--- config.mk ---
export PLATFORM = sky130hd
export DESIGN_NAME = exc_entry_ctrl
export DESIGN_NICKNAME = d
export VERILOG_FILES = /design/src/rtl/exc_pkg.sv /design/src/rtl/exc_arbiter.sv /design/src/rtl/exc_bank.sv /design/src/rtl/exc_status_reg.sv /design/src/rtl/exc_entry_ctrl.sv
export SDC_FILE = /design/constraint.sdc
export NUM_CORES = 1
export LEC_CHECK = 0
export ABC_AREA = 1
export BUFFER_PORTS_ARGS = -buffer_cell sky130_fd_sc_hd__buf_2
export CORE_MARGIN = 1.5
export CORE_UTILIZATION = 45
export CTS_BUF_LIST = sky130_fd_sc_hd__clkbuf_4 sky130_fd_sc_hd__clkbuf_8
export CTS_CLUSTER_SIZE = 14
export DETAILED_ROUTE_END_ITERATION = 10
export GPL_ROUTABILITY_DRIVEN = 0
export PLACE_DENSITY_LB_ADDON = 0.08
export SKIP_LAST_GASP = 1
export SLEW_MARGIN = 10
export SYNTH_ARGS = -nofsm -noshare
export SYNTH_HDL_FRONTEND = slang
export SYNTH_SLANG_ARGS = --single-unit
--- constraint.sdc ---
create_clock -name clk -period 3.4 [get_ports clk]
set_input_delay 0.17 -clock clk [delete_from_list [all_inputs] [get_ports clk]]
set_output_delay 0.17 -clock clk [all_outputs]
set_load 0.005 [all_outputs]
--- src/rtl/exc_pkg.sv ---
package exc_pkg;

  localparam int SW       = 32;
  localparam int NSRC     = 7;
  localparam int SRC_IW   = $clog2(NSRC);
  localparam int BANK_AW  = 3;
  localparam int BANKS    = 1 << BANK_AW;
  localparam int VEC_W    = 8;

  localparam int ST_I = 7;
  localparam int ST_F = 6;
  localparam int ST_T = 5;

  localparam logic [4:0] M_USR = 5'b10000;
  localparam logic [4:0] M_FIQ = 5'b10001;
  localparam logic [4:0] M_IRQ = 5'b10010;
  localparam logic [4:0] M_SVC = 5'b10011;
  localparam logic [4:0] M_ABT = 5'b10111;
  localparam logic [4:0] M_UND = 5'b11011;
  localparam logic [4:0] M_SYS = 5'b11111;

  localparam logic [SW-1:0] ST_RESET = 32'h0000_00D3;

  // Priority index order: lower index wins
  typedef enum logic [2:0] {
    SRC_NONE = 3'd0,
    SRC_RST  = 3'd1,
    SRC_DABT = 3'd2,
    SRC_FIQ  = 3'd3,
    SRC_IRQ  = 3'd4,
    SRC_PABT = 3'd5,
    SRC_SWI  = 3'd6,
    SRC_UND  = 3'd7
  } exc_src_e;

  function automatic logic [VEC_W-1:0] vec_of(exc_src_e s);
    case (s)
      SRC_RST:  vec_of = 8'h00;
      SRC_UND:  vec_of = 8'h04;
      SRC_SWI:  vec_of = 8'h08;
      SRC_PABT: vec_of = 8'h0C;
      SRC_DABT: vec_of = 8'h10;
      SRC_IRQ:  vec_of = 8'h18;
      SRC_FIQ:  vec_of = 8'h1C;
      default:  vec_of = 8'h00;
    endcase
  endfunction

  function automatic logic [4:0] mode_of(exc_src_e s);
    case (s)
      SRC_RST, SRC_SWI:   mode_of = M_SVC;
      SRC_DABT, SRC_PABT: mode_of = M_ABT;
      SRC_UND:            mode_of = M_UND;
      SRC_IRQ:            mode_of = M_IRQ;
      SRC_FIQ:            mode_of = M_FIQ;
      default:            mode_of = M_SVC;
    endcase
  endfunction

  function automatic logic [BANK_AW-1:0] bank_of(logic [4:0] m);
    case (m)
      M_FIQ:   bank_of = 3'd1;
      M_IRQ:   bank_of = 3'd2;
      M_SVC:   bank_of = 3'd3;
      M_ABT:   bank_of = 3'd4;
      M_UND:   bank_of = 3'd5;
      default: bank_of = 3'd0;
    endcase
  endfunction

endpackage

--- src/rtl/exc_arbiter.sv ---
module exc_arbiter #(
  parameter int N  = 7,
  parameter int IW = $clog2(N)
) (
  input  logic [N-1:0]  req,
  output logic          any,
  output logic [IW-1:0] idx
);

  // Scan from lowest priority upward so the lowest set index is kept
  always_comb begin
    any = 1'b0;
    idx = '0;
    for (int i = N - 1; i >= 0; i--) begin
      if (req[i]) begin
        any = 1'b1;
        idx = IW'(i);
      end
    end
  end

endmodule

--- src/rtl/exc_bank.sv ---
module exc_bank #(
  parameter int DW    = 32,
  parameter int AWID  = 3,
  parameter int DEPTH = 1 << AWID
) (
  input  logic            clk,
  input  logic            we,
  input  logic [AWID-1:0] waddr,
  input  logic [DW-1:0]   wdata,
  input  logic [AWID-1:0] raddr,
  output logic [DW-1:0]   rdata
);

  logic [DW-1:0] mem [DEPTH];

  always_ff @(posedge clk) begin
    if (we) mem[waddr] <= wdata;
  end

  assign rdata = mem[raddr];

endmodule

--- src/rtl/exc_status_reg.sv ---
module exc_status_reg #(
  parameter int          DW    = 32,
  parameter logic [DW-1:0] RVAL = '0
) (
  input  logic          clk,
  input  logic          rst,
  input  logic          take,
  input  logic [DW-1:0] take_val,
  input  logic          wr_en,
  input  logic [DW-1:0] wr_val,
  output logic [DW-1:0] q
);

  always_ff @(posedge clk) begin
    if (rst)        q <= RVAL;
    else if (take)  q <= take_val;
    else if (wr_en) q <= wr_val;
  end

endmodule

--- src/rtl/exc_entry_ctrl.sv ---
module exc_entry_ctrl
  import exc_pkg::*;
#(
  parameter int AW      = 32,
  parameter int RET_OFS = 4
) (
  input  logic          clk,
  input  logic          rst,
  input  logic          req_rst,
  input  logic          req_und,
  input  logic          req_swi,
  input  logic          req_pabt,
  input  logic          req_dabt,
  input  logic          req_irq,
  input  logic          req_fiq,
  input  logic [AW-1:0] cur_pc,
  input  logic          st_we,
  input  logic [31:0]   st_wdata,
  output logic          redirect,
  output logic [AW-1:0] redirect_pc,
  output logic          lr_we,
  output logic [4:0]    lr_mode,
  output logic [AW-1:0] lr_data,
  output logic [31:0]   cur_status,
  output logic [31:0]   saved_status
);

  logic [NSRC-1:0]   req_vec;
  logic              take;
  logic [SRC_IW-1:0] win_idx;
  exc_src_e          win_src;
  logic [4:0]        new_mode;
  logic [SW-1:0]     entry_status;
  logic              set_f;
  logic [SW-1:0]     bank_rd;
  logic [BANK_AW-1:0] rd_bank;

  // Masking, then priority ordering (index 0 = highest)
  always_comb begin
    req_vec[0] = req_rst;
    req_vec[1] = req_dabt;
    req_vec[2] = req_fiq & ~cur_status[ST_F];
    req_vec[3] = req_irq & ~cur_status[ST_I];
    req_vec[4] = req_pabt;
    req_vec[5] = req_swi;
    req_vec[6] = req_und;
  end

  exc_arbiter #(.N(NSRC), .IW(SRC_IW)) u_arb (
    .req (req_vec),
    .any (take),
    .idx (win_idx)
  );

  assign win_src  = take ? exc_src_e'(win_idx + SRC_IW'(1)) : SRC_NONE;
  assign new_mode = mode_of(win_src);
  assign set_f    = (win_src == SRC_FIQ) || (win_src == SRC_RST);

  always_comb begin
    entry_status        = cur_status;
    entry_status[4:0]   = new_mode;
    entry_status[ST_T]  = 1'b0;
    entry_status[ST_I]  = 1'b1;
    entry_status[ST_F]  = cur_status[ST_F] | set_f;
  end

  exc_status_reg #(.DW(SW), .RVAL(ST_RESET)) u_st (
    .clk      (clk),
    .rst      (rst),
    .take     (take),
    .take_val (entry_status),
    .wr_en    (st_we),
    .wr_val   (st_wdata),
    .q        (cur_status)
  );

  assign rd_bank = bank_of(cur_status[4:0]);

  exc_bank #(.DW(SW), .AWID(BANK_AW), .DEPTH(BANKS)) u_bank (
    .clk   (clk),
    .we    (take && (win_src != SRC_RST)),
    .waddr (bank_of(new_mode)),
    .wdata (cur_status),
    .raddr (rd_bank),
    .rdata (bank_rd)
  );

  assign saved_status = (rd_bank == '0) ? '0 : bank_rd;

  always_ff @(posedge clk) begin
    if (rst) begin
      redirect    <= 1'b0;
      lr_we       <= 1'b0;
      redirect_pc <= '0;
      lr_mode     <= M_SVC;
      lr_data     <= '0;
    end else begin
      redirect <= take;
      lr_we    <= take && (win_src != SRC_RST);
      if (take) begin
        redirect_pc <= {{(AW-VEC_W){1'b0}}, vec_of(win_src)};
        lr_mode     <= new_mode;
        lr_data     <= cur_pc + AW'(RET_OFS);
      end
    end
  end

endmodule

# ---- After elaboration in Yosys (flattened, before gate mapping)
# Memory sizes are Yosys's and may differ from the RTL's.
# Cells that the tools add are included.
dict set report totals {
  register_bits 79
  latchBits 0
  ramBits 256
  mem_bits_ro 0
  in_bits 74
  elab_cells 66
  n_memories 1
}
# name depth width read_ports rd_clocked_by_memory_dff wr line
set mem_list {}
lappend mem_list {u_bank.mem 8 32 1 0 1 exc_bank.sv:14} ;# logic [DW-1:0] mem [DEPTH];
dict set report op_classes {
  add_sub_neg 2
  n_mul 0
  div 0
  magnitude_cmp 0
  eq_ne 18
  shifts 0
  muxes 24
  n_bitwise 6
  reduce_logical 7
}
# op n
set ops {}
lappend ops {{5-bit == test (second input constant)} 10}
lappend ops {{32-bit by 3-bit adder with 32-bit output (second input constant)} 1}
lappend ops {{32-bit two-way mux} 1}
lappend ops {{3-bit case mux with 5 select lines} 2}
lappend ops {{5-bit case mux with 6 select lines} 1}
lappend ops {{3-bit two-way mux} 8}
lappend ops {{4-bit case mux with 4 select lines} 1}
lappend ops {{7-bit two-way mux} 2}
lappend ops {{3-bit == test (second input constant)} 4}
lappend ops {{1-bit two-way mux} 9}
lappend ops {{3-bit by 2-bit == test with 1-bit output (second input constant)} 2}
lappend ops {{2-bit OR reduction} 2}
lappend ops {{3-bit by 1-bit adder with 3-bit output (second input constant)} 1}
lappend ops {{3-bit by 1-bit == test with 1-bit output (second input constant)} 1}
lappend ops {{3-bit zero test} 1}
lappend ops {{3-bit by 1-bit != test with 1-bit output (second input constant)} 1}
lappend ops {{1-bit NOT} 3}
lappend ops {{1-bit AND} 2}
lappend ops {{2-bit AND reduction} 1}
lappend ops {{2-bit nonzero test} 1}
lappend ops {{1-bit logical AND} 1}
lappend ops {{1-bit logical OR} 1}
lappend ops {{1-bit OR} 1}

# ---- Logic depth before layout (Yosys ltp)
# Gate-level depths: netlist (run 1).
dict set report depth {
  word_depth 14
  mapped_depth 14
}

# ---- Modules after synthesis
# A second synthesis (run 1) with hierarchy kept.
dict set report hier_totals {
  hier_cells 1923
  hier_area_um2 15967.8
}
# mod instances cells_each area_each_um2
set by_module_without_submodules {}
lappend by_module_without_submodules {exc_bank 1 1124 11232.0}
lappend by_module_without_submodules {exc_entry_ctrl 1 548 3140.5}
lappend by_module_without_submodules {exc_status_reg 1 233 1503.9}
lappend by_module_without_submodules {exc_arbiter 1 18 91.3}

# ---- Least setup slack after synthesis (run 1)
# No wires, ideal clock.
dict set report synth_path {
  path_kind {register to register}
  startpoint {reg u_st.q[6]}
  endpoint {mem u_bank.mem[4][0], enable pin}
  setup_time_ns 0.432
  arrival_ns 3.033
  slack_ns -0.065
  stages_incl_launch_ff 10
  n_path_buf 0
  path_cell_list {dfxtp_1 inv_2 nand2_1 nand2_1 a21oi_1 ha_1 nor2_1 o21ai_1 nand2_1 a21oi_1}
}
dict set report synth_via {
  elab_chain_len 12
  elab_cells_between_ends 27
  classes_between {add/sub (1); eq/ne (11); mux (11); bitwise (2); reduce/logical (2)}
}
# element line
set synth_rtl {}
lappend synth_rtl {{from (decl)} exc_status_reg.sv:11} ;# output logic [DW-1:0] q
lappend synth_rtl {{from (signal assigned)} exc_status_reg.sv:16} ;# else if (take) q <= take_val;
lappend synth_rtl {{from (signal assigned)} exc_status_reg.sv:17} ;# else if (wr_en) q <= wr_val;
lappend synth_rtl {{1-bit NOT *} exc_entry_ctrl.sv:42} ;# req_vec[2] = req_fiq & ~cur_status[ST_F];
lappend synth_rtl {{1-bit AND *} exc_entry_ctrl.sv:42}
lappend synth_rtl {{3-bit two-way mux (3 in series)} exc_arbiter.sv:15} ;# if (req[i]) begin
lappend synth_rtl {{3-bit by 1-bit adder with 3-bit output} exc_entry_ctrl.sv:55} ;# assign win_src = take ? exc_src_e'(win_idx + SRC_IW'(1)) : SRC_NONE;
lappend synth_rtl {{3-bit two-way mux} exc_entry_ctrl.sv:55}
lappend synth_rtl {{3-bit by 2-bit == test with 1-bit output / 3-bit == test (equally long branches)} exc_pkg.sv:50} ;# case (s)
lappend synth_rtl {{2-bit OR reduction} exc_pkg.sv:50}
lappend synth_rtl {{4-bit case mux with 4 select lines} exc_pkg.sv:50}
lappend synth_rtl {{5-bit == test} exc_pkg.sv:61} ;# case (m)
lappend synth_rtl {{3-bit case mux with 5 select lines} exc_pkg.sv:61}
lappend synth_rtl {{to (decl)} exc_bank.sv:14}
# Every way passes the cells marked *; elsewhere a longest branch is shown, timed or not.

# ---- Worst setup path after layout (run 1)
dict set report layout_path {
  startpoint {reg u_st.q[4]}
  endpoint {out saved_status[6]}
}
dict set report layout_via {
  elab_chain_len 4
  elab_cells_between_ends 9
  classes_between {eq/ne (5); mux (2); reduce/logical (1); memory (1)}
}
# element line
set layout_rtl {}
lappend layout_rtl {{5-bit == test} exc_pkg.sv:61}
lappend layout_rtl {{3-bit case mux with 5 select lines *} exc_pkg.sv:61}
lappend layout_rtl {{memory read 8 x 32 bit / 3-bit zero test (equally long branches)} n/a}
lappend layout_rtl {{32-bit two-way mux *} exc_entry_ctrl.sv:88} ;# assign saved_status = (rd_bank == '0) ? '0 : bank_rd;
lappend layout_rtl {{to (decl)} exc_entry_ctrl.sv:25} ;# output logic [31:0] saved_status
# Marks and branches as above.

==> reports/results.tsv, run 1 <==
stage	metric	value	unit
floorplan	coreArea	26000	um2
timing	layout_setup_ws	0.277	ns
placed_design	dpl.hpwl	18.2	mm
routing	wl_per_cell	15.5	um
global_route	grt_pass1_vias	8596	
cells_and_area	drive_gt1_frac	0.195	
logic_synthesis	yosysMostFrequentCell	nand2_1	
worst_setup_path	arrival	2.95	ns
worst_setup_path	setup.worst_path.end_class	output port	
timing	finalClockSkew	0.0180	ns
floorplan	start_util	0.456	
power_and_ir_drop	power-per-cell-area	538	nW/um2
power_and_ir_drop	p_int	0.00577	W
power_and_ir_drop	seqPwrFrac	0.465	
floorplan	die_area	27300	um2
clocking	cts_root_buf	clkbuf_8	
timing	clock.fmax	320	MHz
power_and_ir_drop	vdd_ir_drop_max	0.294	mV
worst_setup_path	crit_path_start_kind	register	
logic_synthesis	syn_inst	1270	
global_route	grt_overflow	0	
logic_synthesis	yosysSeqAreaShare	0.607	
global_route	grt.met1_usage	0.295	
logic_synthesis	yosysWarnings	0	
placed_design	post-place-ws	0.645	ns
cells_and_area	fillCellCount	2365	
hold_path	hold_class	in2reg	
global_route	antenna_found_initial	0	
cells_and_area	diodes	0	
routing	drcViolationCount	0	
timing	relSlewSlack	0.453	
power_and_ir_drop	leakage	6.65	nW
timing	rsz0062_at_grt	no	
logic_synthesis	syn_area	11900	um2
routing	first_pass_iters	5	
worst_setup_path	path_max_fanout	88	
cells_and_area	multi_input_area	3690	um2
clocking	clk_pin_slew	0.05	ns
clocking	cts_buffers	46	
logic_synthesis	synth-edff-count	191	
floorplan	die_x	165	um
clocking	clockBufferDepth	3	
routing	routed_wl	29.5	mm
logic_synthesis	synth.area.top_cells	edfxtp_1 48%, dfxtp_1 12%, nand2_1 11%	
clocking	post-cts-setup-buffers	0	
worst_setup_path	critical_path_class	reg2out	
power_and_ir_drop	finalPower	0.00783	W
floorplan	die_h	165	um
logic_synthesis	syn_avg_cell_area	9.33	um2
logic_synthesis	synth.largest_area_cell	edfxtp_1	
global_route	global_route.usage.met2	0.362	
timing	tns	0	ns
cells_and_area	seqCellArea	7200	um2
floorplan	rows	59	
cells_and_area	utilization	0.560	
timing	post-route-min-period	3.12	ns
global_route	grt_max_degree	89	
clocking	clock-sinks	264	
cells_and_area	nets	1609	
clocking	cts_tree	done	
routing	ant_nets	0	
status	outcome	complete, no violations	
timing	hold_violations	0	
clocking	insertion_delay	0.55	ns
power_and_ir_drop	p_comb_frac	0.149	
routing	drtIter0Drc	546	
routing	vias_per_cell	4.74	
logic_synthesis	synth_common_cells	333 x nand2_1, 191 x edfxtp_1, 130 x inv_1, 128 x nor2_1, 85 x nand3_1	
logic_synthesis	synth_top_area_frac	0.484	
logic_synthesis	ys.flop_type	edfxtp_1	
clocking	cts_max_level	2	
power_and_ir_drop	clockPowerShare	0.386	
timing	setup_viol	0	
logic_synthesis	synth_cell_types	38	
power_and_ir_drop	p_switching	0.00206	W
worst_setup_path	required	3.23	ns
hold_path	hold_depth	3	
worst_setup_path	rr_worst_depth	12	
floorplan	io_pins	209	
global_route	busiest_layer	met2	
job	max_cap_viol_count	0	
timing	tightestPinTransition	0.821	ns
logic_synthesis	ys_ff_latch	264	
routing	vias	9031	
global_route	track_usage	0.220	
placed_design	io_buffers	178	
timing	maxSlewViolCount	0	
cells_and_area	syn_to_final_growth	22.7	%
power_and_ir_drop	swShare	0.263	
timing	period_share	0.919	
global_route	use_met3	0.0477	
logic_synthesis	ys_async_sr_fraction	0	
global_route	grt_pass1_wl	45.8	mm
[metal layers]
metal  up-vias  part of all wire
met5         -                 0
met4         0             0.015
met3        42             0.062
met2       252              0.46
met1      4168              0.46
li1       4569                 -
[critical path, stage by stage (launching register included)]
cell and delay [ns]:
dfxtp_1 0.60, nand3_1 0.45, nand3_4 0.25, buf_12 0.35, o21ai_0 0.13, a21oi_1 0.15
nor2_1 0.06, nor2_1 0.20, buf_2 0.16
[logic make-up after synthesis]
| family | count (synthesis) | share of synthesized area |
|---|---|---|
| XOR/XNOR | 21 | 0.0155 |
| AND/OR/NAND/NOR | 593 | 0.208 |
| other | 2 | 0.000633 |
| adder cells (fa/ha/maj) | 2 | 0.00211 |
| AO/OA/AOI/OAI | 139 | 0.0642 |
| buffers and inverters | 249 | 0.103 |
| flip-flops | 264 | 0.607 |
[cell usage in the layout, fill, tap and decap left out, types with 2 or more instances in the layout]
| cell type | count |
|---|---|
| buf_12 | 2 |
| o211ai_1 | 14 |
| nor2_2 | 4 |
| nor2_4 | 2 |
| buf_2 | 178 |
| o21ai_0 | 82 |
| clkbuf_8 | 55 |
| buf_4 | 20 |
| nand2_2 | 3 |
| a22o_1 | 6 |
| edfxtp_1 | 191 |
| clkbuf_4 | 18 |
| inv_1 | 129 |
| nand3b_1 | 4 |
| dlygate4sd3_1 | 64 |
| nand3_2 | 2 |
| clkinvlp_4 | 2 |
| nor2_1 | 127 |
| nand4_1 | 17 |
| clkinv_1 | 6 |
| conb_1 | 61 |
| nand2_1 | 333 |
| o21ai_1 | 15 |
| dfxtp_1 | 72 |
| xor2_1 | 11 |
| clkinv_2 | 5 |
| a21oi_1 | 17 |
| nand3_1 | 85 |
| xnor2_1 | 10 |
| ha_1 | 2 |
| nor3_1 | 11 |
| inv_2 | 10 |
[final cells by class]
cell class | count | share of cell area
clock inverters | 13 | 0.00645
flip-flops and latches | 264 | 0.495
inverters | 141 | 0.0364
well taps | 335 | 0.0288
multi-input cells | 816 | 0.254
clock buffers | 73 | 0.0613
repair buffers | 264 | 0.118
[timing repair]
action / 4_1_cts / 5_1_grt
gates resized for setup: 0 / 1
hold buffers: 64 / 0
endpoints found under the hold margin: 61 / 0
setup endpoints to repair: 0 / 9
[power by group through the flow]
stage	Sequential (W)	Combinational, W	Clock [W]
after global routing	0.00365	0.00132	0.00324
after detailed placement	0.00371	0.00112	0
after global placement	0.00371	0.00111	0
after floorplan	0.00371	0.000694	0
final	0.00364	0.00116	0.00302
after CTS	0.00364	0.00118	0.00309
[state kept, by name (all words and copies together), names as in the netlist]
name         cells
u_bank.mem     191
lr_data         32
u_st.q          32
lr_mode          4
redirect_pc      3
lr_we            1
redirect         1
[final timing paths]
| check | startpoint | to | slack, ns |
|---|---|---|---|
| worst max register to register | u_st.q[7] | u_bank.mem[5][12] | 0.62 |
| worst min register to register | lr_data[21] | lr_data[21] | 0.45 |
| worst max-delay path | u_st.q[4] | saved_status[6] | 0.28 |
| worst min-delay path | cur_pc[11] | lr_data[11] | 0.05 |
[stage by stage]
stage | std cells | hold WS [ns] | cell area (um2)
5_1_grt | 1906 | 0.0185 | 14500
6_report | 1906 | 0.0478 | 14500
3_3_place_gp | 1756 | 0.382 | 12900
4_1_cts | 1906 | 0.0127 | 14500
3_5_place_dp | 1756 | 0.392 | 12900
2_1_floorplan | 1329 | 0.239 | 12100
No activity file was read; power rests on OpenSTA's default activity.
==> run 2, diff against run 1 <==
==> constraint.sdc (replaced) <==
create_clock -name clk -period 3.4 [get_ports clk]
set_input_delay 0 -clock clk [delete_from_list [all_inputs] [get_ports clk]]
set_output_delay 0 -clock clk [all_outputs]
set_load 0.005 [all_outputs]
==> reports/results.tsv, run 2 (synthesis results as in run 1) <==
stage	metric	value	unit
clocking	cts_max_level	2	
cells_and_area	stdcell_area	14800	um2
power_and_ir_drop	vdd_ir_drop_max	0.305	mV
cells_and_area	multi_input_area	3690	um2
worst_setup_path	setup.worst_path.end_class	output port	
floorplan	die_x	165	um
cells_and_area	largest_reg_flops	191	
clocking	clock-sinks	264	
cells_and_area	top_regs	u_bank.mem x191, lr_data x32, u_st.q x32	
timing	period_share	0.923	
global_route	grt_pass1_vias	8877	
routing	drcViolationCount	0	
power_and_ir_drop	finalPower	0.00781	W
worst_setup_path	critical_path_class	reg2out	
cells_and_area	fin_cells	1930	
worst_setup_path	rr_endpoint	lr_data[9]	
power_and_ir_drop	leakage	6.75	nW
timing	finalClockSkew	0.0180	ns
status	outcome	complete, no violations	
clocking	cts_root_buf	clkbuf_8	
hold_path	hold_depth	5	
placed_design	dp_cells	1752	
floorplan	io_pins	209	
routing	drtIter0Drc	504	
placed_design	post-place-ws	0.602	ns
global_route	busiest_layer	met2	
clocking	cts_buffers	47	
cells_and_area	drive_gt1_frac	0.192	
global_route	track_usage	0.225	
cells_and_area	largest_register	u_bank.mem	
clocking	clk_pin_slew	0.05	ns
routing	routed_wl	30.1	mm
routing	vias	9147	
routing	wl_per_cell	15.6	um
cells_and_area	fillCellCount	2410	
hold_path	hold_class	in2reg	
global_route	global_route.usage.met2	0.378	
cells_and_area	syn_to_final_growth	24.6	%
worst_setup_path	path_max_fanout	88	
timing	layout_setup_ws	0.262	ns
timing	post-route-min-period	3.14	ns
worst_setup_path	crit_path_start_kind	register	
timing	relSlewSlack	0.438	
placed_design	post_dp_cell_area	12900	um2
worst_setup_path	required	3.40	ns
floorplan	die_h	165	um
floorplan	rows	59	
cells_and_area	seqCellArea	7200	um2
worst_setup_path	arrival	3.14	ns
global_route	antenna_found_initial	0	
routing	first_pass_iters	5	
global_route	grt_overflow	0	
power_and_ir_drop	power-per-cell-area	529	nW/um2
global_route	grt.met1_usage	0.299	
cells_and_area	diodes	0	
floorplan	die_area	27300	um2
global_route	use_met3	0.0397	
placed_design	io_buffers	178	
worst_setup_path	r2r_slack	0.42	ns
cells_and_area	final_cell_mix	333 x nand2_1, 191 x edfxtp_1, 178 x buf_2	
hold_path	min_to	u_st.q[3]	
floorplan	coreArea	26000	um2
worst_setup_path	rr_worst_depth	10	
timing	tightestPinTransition	0.843	ns
timing	tns	0	ns
global_route	grt_pass1_wl	46.9	mm
clocking	insertion_delay	0.57	ns
job	max_cap_viol_count	0	
timing	rsz0062_at_grt	no	
hold_path	worstHoldStart	req_und	
clocking	cts_resized	0	
worst_setup_path	regToRegStartpoint	u_st.q[7]	
global_route	grt_max_degree	89	
timing	clock.fmax	319	MHz
clocking	post-cts-setup-buffers	0	
timing	setup_viol	0	
routing	vias_per_cell	4.74	
cells_and_area	nets	1632	
clocking	cts_tree	done	
timing	maxSlewViolCount	0	
cells_and_area	layout_commonest_cell	nand2_1	
clocking	clockBufferDepth	3	
routing	ant_nets	0	
placed_design	dpl.hpwl	18.2	mm
timing	hold_violations	0	
floorplan	start_util	0.456	
[run 2: how the worst max path moves through the flow]
stage | startpoint | end | cells after the start
6_report | u_st.q[0] | saved_status[6] | 10
5_1_grt | u_st.q[2] | saved_status[30] | 12
4_1_cts | u_st.q[0] | saved_status[6] | 10
3_3_place_gp | u_st.q[6] | u_bank.mem[4][30] | 10
3_5_place_dp | u_st.q[6] | u_bank.mem[4][30] | 10
2_1_floorplan | u_st.q[6] | u_bank.mem[3][0] | 11
[run 2: power breakdown]
group / leakage, nW / internal [W] / switching [W]
Combinational: 3.78 / 0.000450 / 0.000743
Sequential: 2.45 / 0.00360 / 0.0000515
Clock: 0.527 / 0.00170 / 0.00128
Total: 6.75 / 0.00574 / 0.00207
[run 2: area by class of cell]
cell class	count	area share
clock buffer	80	0.0618
clock inverter	8	0.00347
inverter	141	0.0358
multi-input combinational	816	0.250
sequential	264	0.487
tap	335	0.0284
timing repair buffer	286	0.134
[run 2: routing by layer]
metal	share of wire	routed length (um)
met1	0.45	13700
met4	0.014	420
met2	0.47	14300
met3	0.058	1760
met5	0	0
[run 2: worst max-delay path: stages, from the launching register on]
cell and delay [ns]:
dfxtp_1 0.62, nand2_1 0.10, inv_1 0.09, nand3_1 0.39, nand3_4 0.22, buf_12 0.36
o21ai_0 0.13, a21oi_1 0.16, nor2_1 0.05, nor2_1 0.23, buf_2 0.17
[run 2: metrics by stage]
stage	util	hold WS [ns]
2_1_floorplan	-	0.0694
3_3_place_gp	0.497	0.212
3_5_place_dp	0.497	0.215
4_1_cts	0.569	0.0234
5_1_grt	0.569	0.0990
6_report	0.569	0.0623
[run 2: repair_timing]
item | CTS | global route
hold endpoints to repair | 69 | 0
endpoints found under the setup margin | 0 | 0
hold buffers | 90 | 0
==> run 3, diff against run 2 <==
- clock period: 3.4 -> 3.8 ns (I/O delays scaled with it)
==> reports/results.tsv, run 3 (synthesis results as in run 1) <==
stage	metric	value	unit
routing	first_pass_iters	5	
worst_setup_path	required	4.23	ns
timing	relSlewSlack	0.480	
worst_setup_path	path_max_fanout	25	
power_and_ir_drop	p_switching	0.00180	W
worst_setup_path	critical_path_class	reg2reg	
routing	vias_per_cell	4.79	
floorplan	coreArea	26000	um2
worst_setup_path	arrival	3.96	ns
worst_setup_path	crit_path_start_kind	register	
floorplan	die_x	165	um
global_route	grt_pass1_wl	45.5	mm
clocking	cts_tree	done	
clocking	clk_pin_slew	0.06	ns
routing	routed_wl	29.6	mm
power_and_ir_drop	p_int	0.00502	W
routing	drcViolationCount	0	
global_route	grt_overflow	0	
routing	wl_per_cell	15.4	um
global_route	antenna_found_initial	0	
floorplan	io_pins	209	
power_and_ir_drop	vdd_ir_drop_max	0.326	mV
worst_setup_path	worstSetupStartpoint	u_st.q[6]	
cells_and_area	final_cell_mix	333 x nand2_1, 191 x edfxtp_1, 178 x buf_2	
job	max_cap_viol_count	0	
timing	hold_violations	0	
floorplan	die_area	27300	um2
timing	rsz0062_at_grt	no	
power_and_ir_drop	swShare	0.264	
global_route	track_usage	0.218	
worst_setup_path	setup.worst_path.end_class	register	
clocking	insertion_delay	0.55	ns
timing	clock.fmax	283	MHz
clocking	post-cts-setup-buffers	0	
hold_path	hold_class	in2reg	
timing	post-route-min-period	3.53	ns
cells_and_area	diodes	0	
clocking	clockBufferDepth	3	
routing	ant_nets	0	
worst_setup_path	rr_endpoint	u_st.q[4]	
power_and_ir_drop	power-per-cell-area	465	nW/um2
timing	tightestPinTransition	0.779	ns
global_route	grt_max_degree	89	
timing	hold-worst-slack	0.0797	ns
power_and_ir_drop	seqPwrFrac	0.478	
clocking	cts_root_buf	clkbuf_8	
timing	period_share	0.930	
routing	drtIter0Drc	612	
cells_and_area	largest_reg_flops	191	
power_and_ir_drop	p_comb_frac	0.154	
cells_and_area	layout_commonest_cell	nand2_1	
global_route	grt_pass1_vias	8612	
cells_and_area	syn_to_final_growth	23.6	%
worst_setup_path	regToRegStartpoint	u_st.q[6]	
timing	finalClockSkew	0.0279	ns
routing	vias	9205	
placed_design	dpl.hpwl	18.3	mm
cells_and_area	largest_register	u_bank.mem	
cells_and_area	drive_gt1_frac	0.187	
worst_setup_path	slowest_delay	0.58	ns
timing	maxSlewViolCount	0	
worst_setup_path	crit_path_end	u_st.q[4]	
power_and_ir_drop	leakage	6.69	nW
worst_setup_path	path_common_cell	inv_2	
worst_setup_path	cpMaxStageDelayCell	dlygate4sd3_1	
placed_design	post_dp_cell_area	12900	um2
floorplan	die_h	165	um
worst_setup_path	cp_cell_sequence	inv_2 > nand2_1 > nand3_2 > dlygate4sd3_1 > nor2b_2 > inv_2 > nor2_2 > buf_4 > inv_2 > o22ai_1 > dlygate4sd3_1 > nand2_1	
floorplan	start_util	0.456	
clocking	cts_buffers	45	
timing	setup_viol	0	
worst_setup_path	r2r_slack	0.27	ns
clocking	clock-sinks	264	
floorplan	rows	59	
power_and_ir_drop	clockPowerShare	0.368	
placed_design	io_buffers	178	
worst_setup_path	rr_worst_depth	12	
cells_and_area	stdcell_area	14700	um2
status	outcome	complete, no violations	
cells_and_area	nets	1628	
clocking	cts_max_level	2	
cells_and_area	top_regs	u_bank.mem x191, lr_data x32, u_st.q x32	
timing	tns	0	ns
[run 3: worst min-delay path by stage]
| stage | start | cells past startpoint | to | slack, ns |
|---|---|---|---|---|
| global placement | cur_pc[0] | 2 | lr_data[0] | 0.21 |
| detailed placement | cur_pc[1] | 2 | lr_data[1] | 0.22 |
| finish | st_we | 4 | u_st.q[3] | 0.08 |
| floorplan | rst | 1 | redirect_pc[2] | 0.07 |
| CTS | req_swi | 5 | u_st.q[3] | 0.04 |
| global route | st_we | 4 | u_st.q[3] | 0.11 |
[run 3: power by group through the flow]
stage	logic, W	clock network [W]	registers (W)
CTS	0.00106	0.00257	0.00326
finish	0.00105	0.00251	0.00326
global placement	0.000989	0	0.00332
detailed placement	0.000997	0	0.00332
floorplan	0.000620	0	0.00332
global route	0.00119	0.00269	0.00327
[run 3: per-layer routing]
layer,part of all wire,up-vias,track usage
met4,0.016,0,0.0576
li1,-,4614,-
met5,0,-,0
met3,0.067,44,0.0400
met1,0.46,4276,0.297
met2,0.46,271,0.358
[run 3: repair_timing]
action / CTS / global route
resized for setup: 0 / 0
hold buffers: 86 / 0
endpoints found under the hold margin: 68 / 0
setup endpoints to repair: 0 / 0
[run 3: through the flow]
step	utilization	setup slack (ns)	total power (W)	instances
2_1_floorplan	-	0.335	0.00394	1329
3_3_place_gp	0.496	1.03	0.00431	1754
3_5_place_dp	0.496	0.915	0.00432	1754
4_1_cts	0.564	0.320	0.00690	1921
5_1_grt	0.564	0.0385	0.00715	1921
6_report	0.564	0.266	0.00682	1921
[run 3: cell type report]
| type | count | area, um2 |
|---|---|---|
| multi-input combinational | 816 | 3690 |
| sequential | 264 | 7200 |
| fill | 2385 | 11300 |
| clock inverter | 10 | 45.0 |
| inverter | 141 | 529 |
| timing repair buffer | 284 | 1930 |
| tap | 335 | 419 |
| clock buffer | 71 | 852 |
[run 3: critical path: cells and delay by family, from the launching register on]
kind            cells  cell delay [ns]
compound gates      1             0.20
buf+inv             6             1.90
simple gates        5             0.77
flops               1             0.54
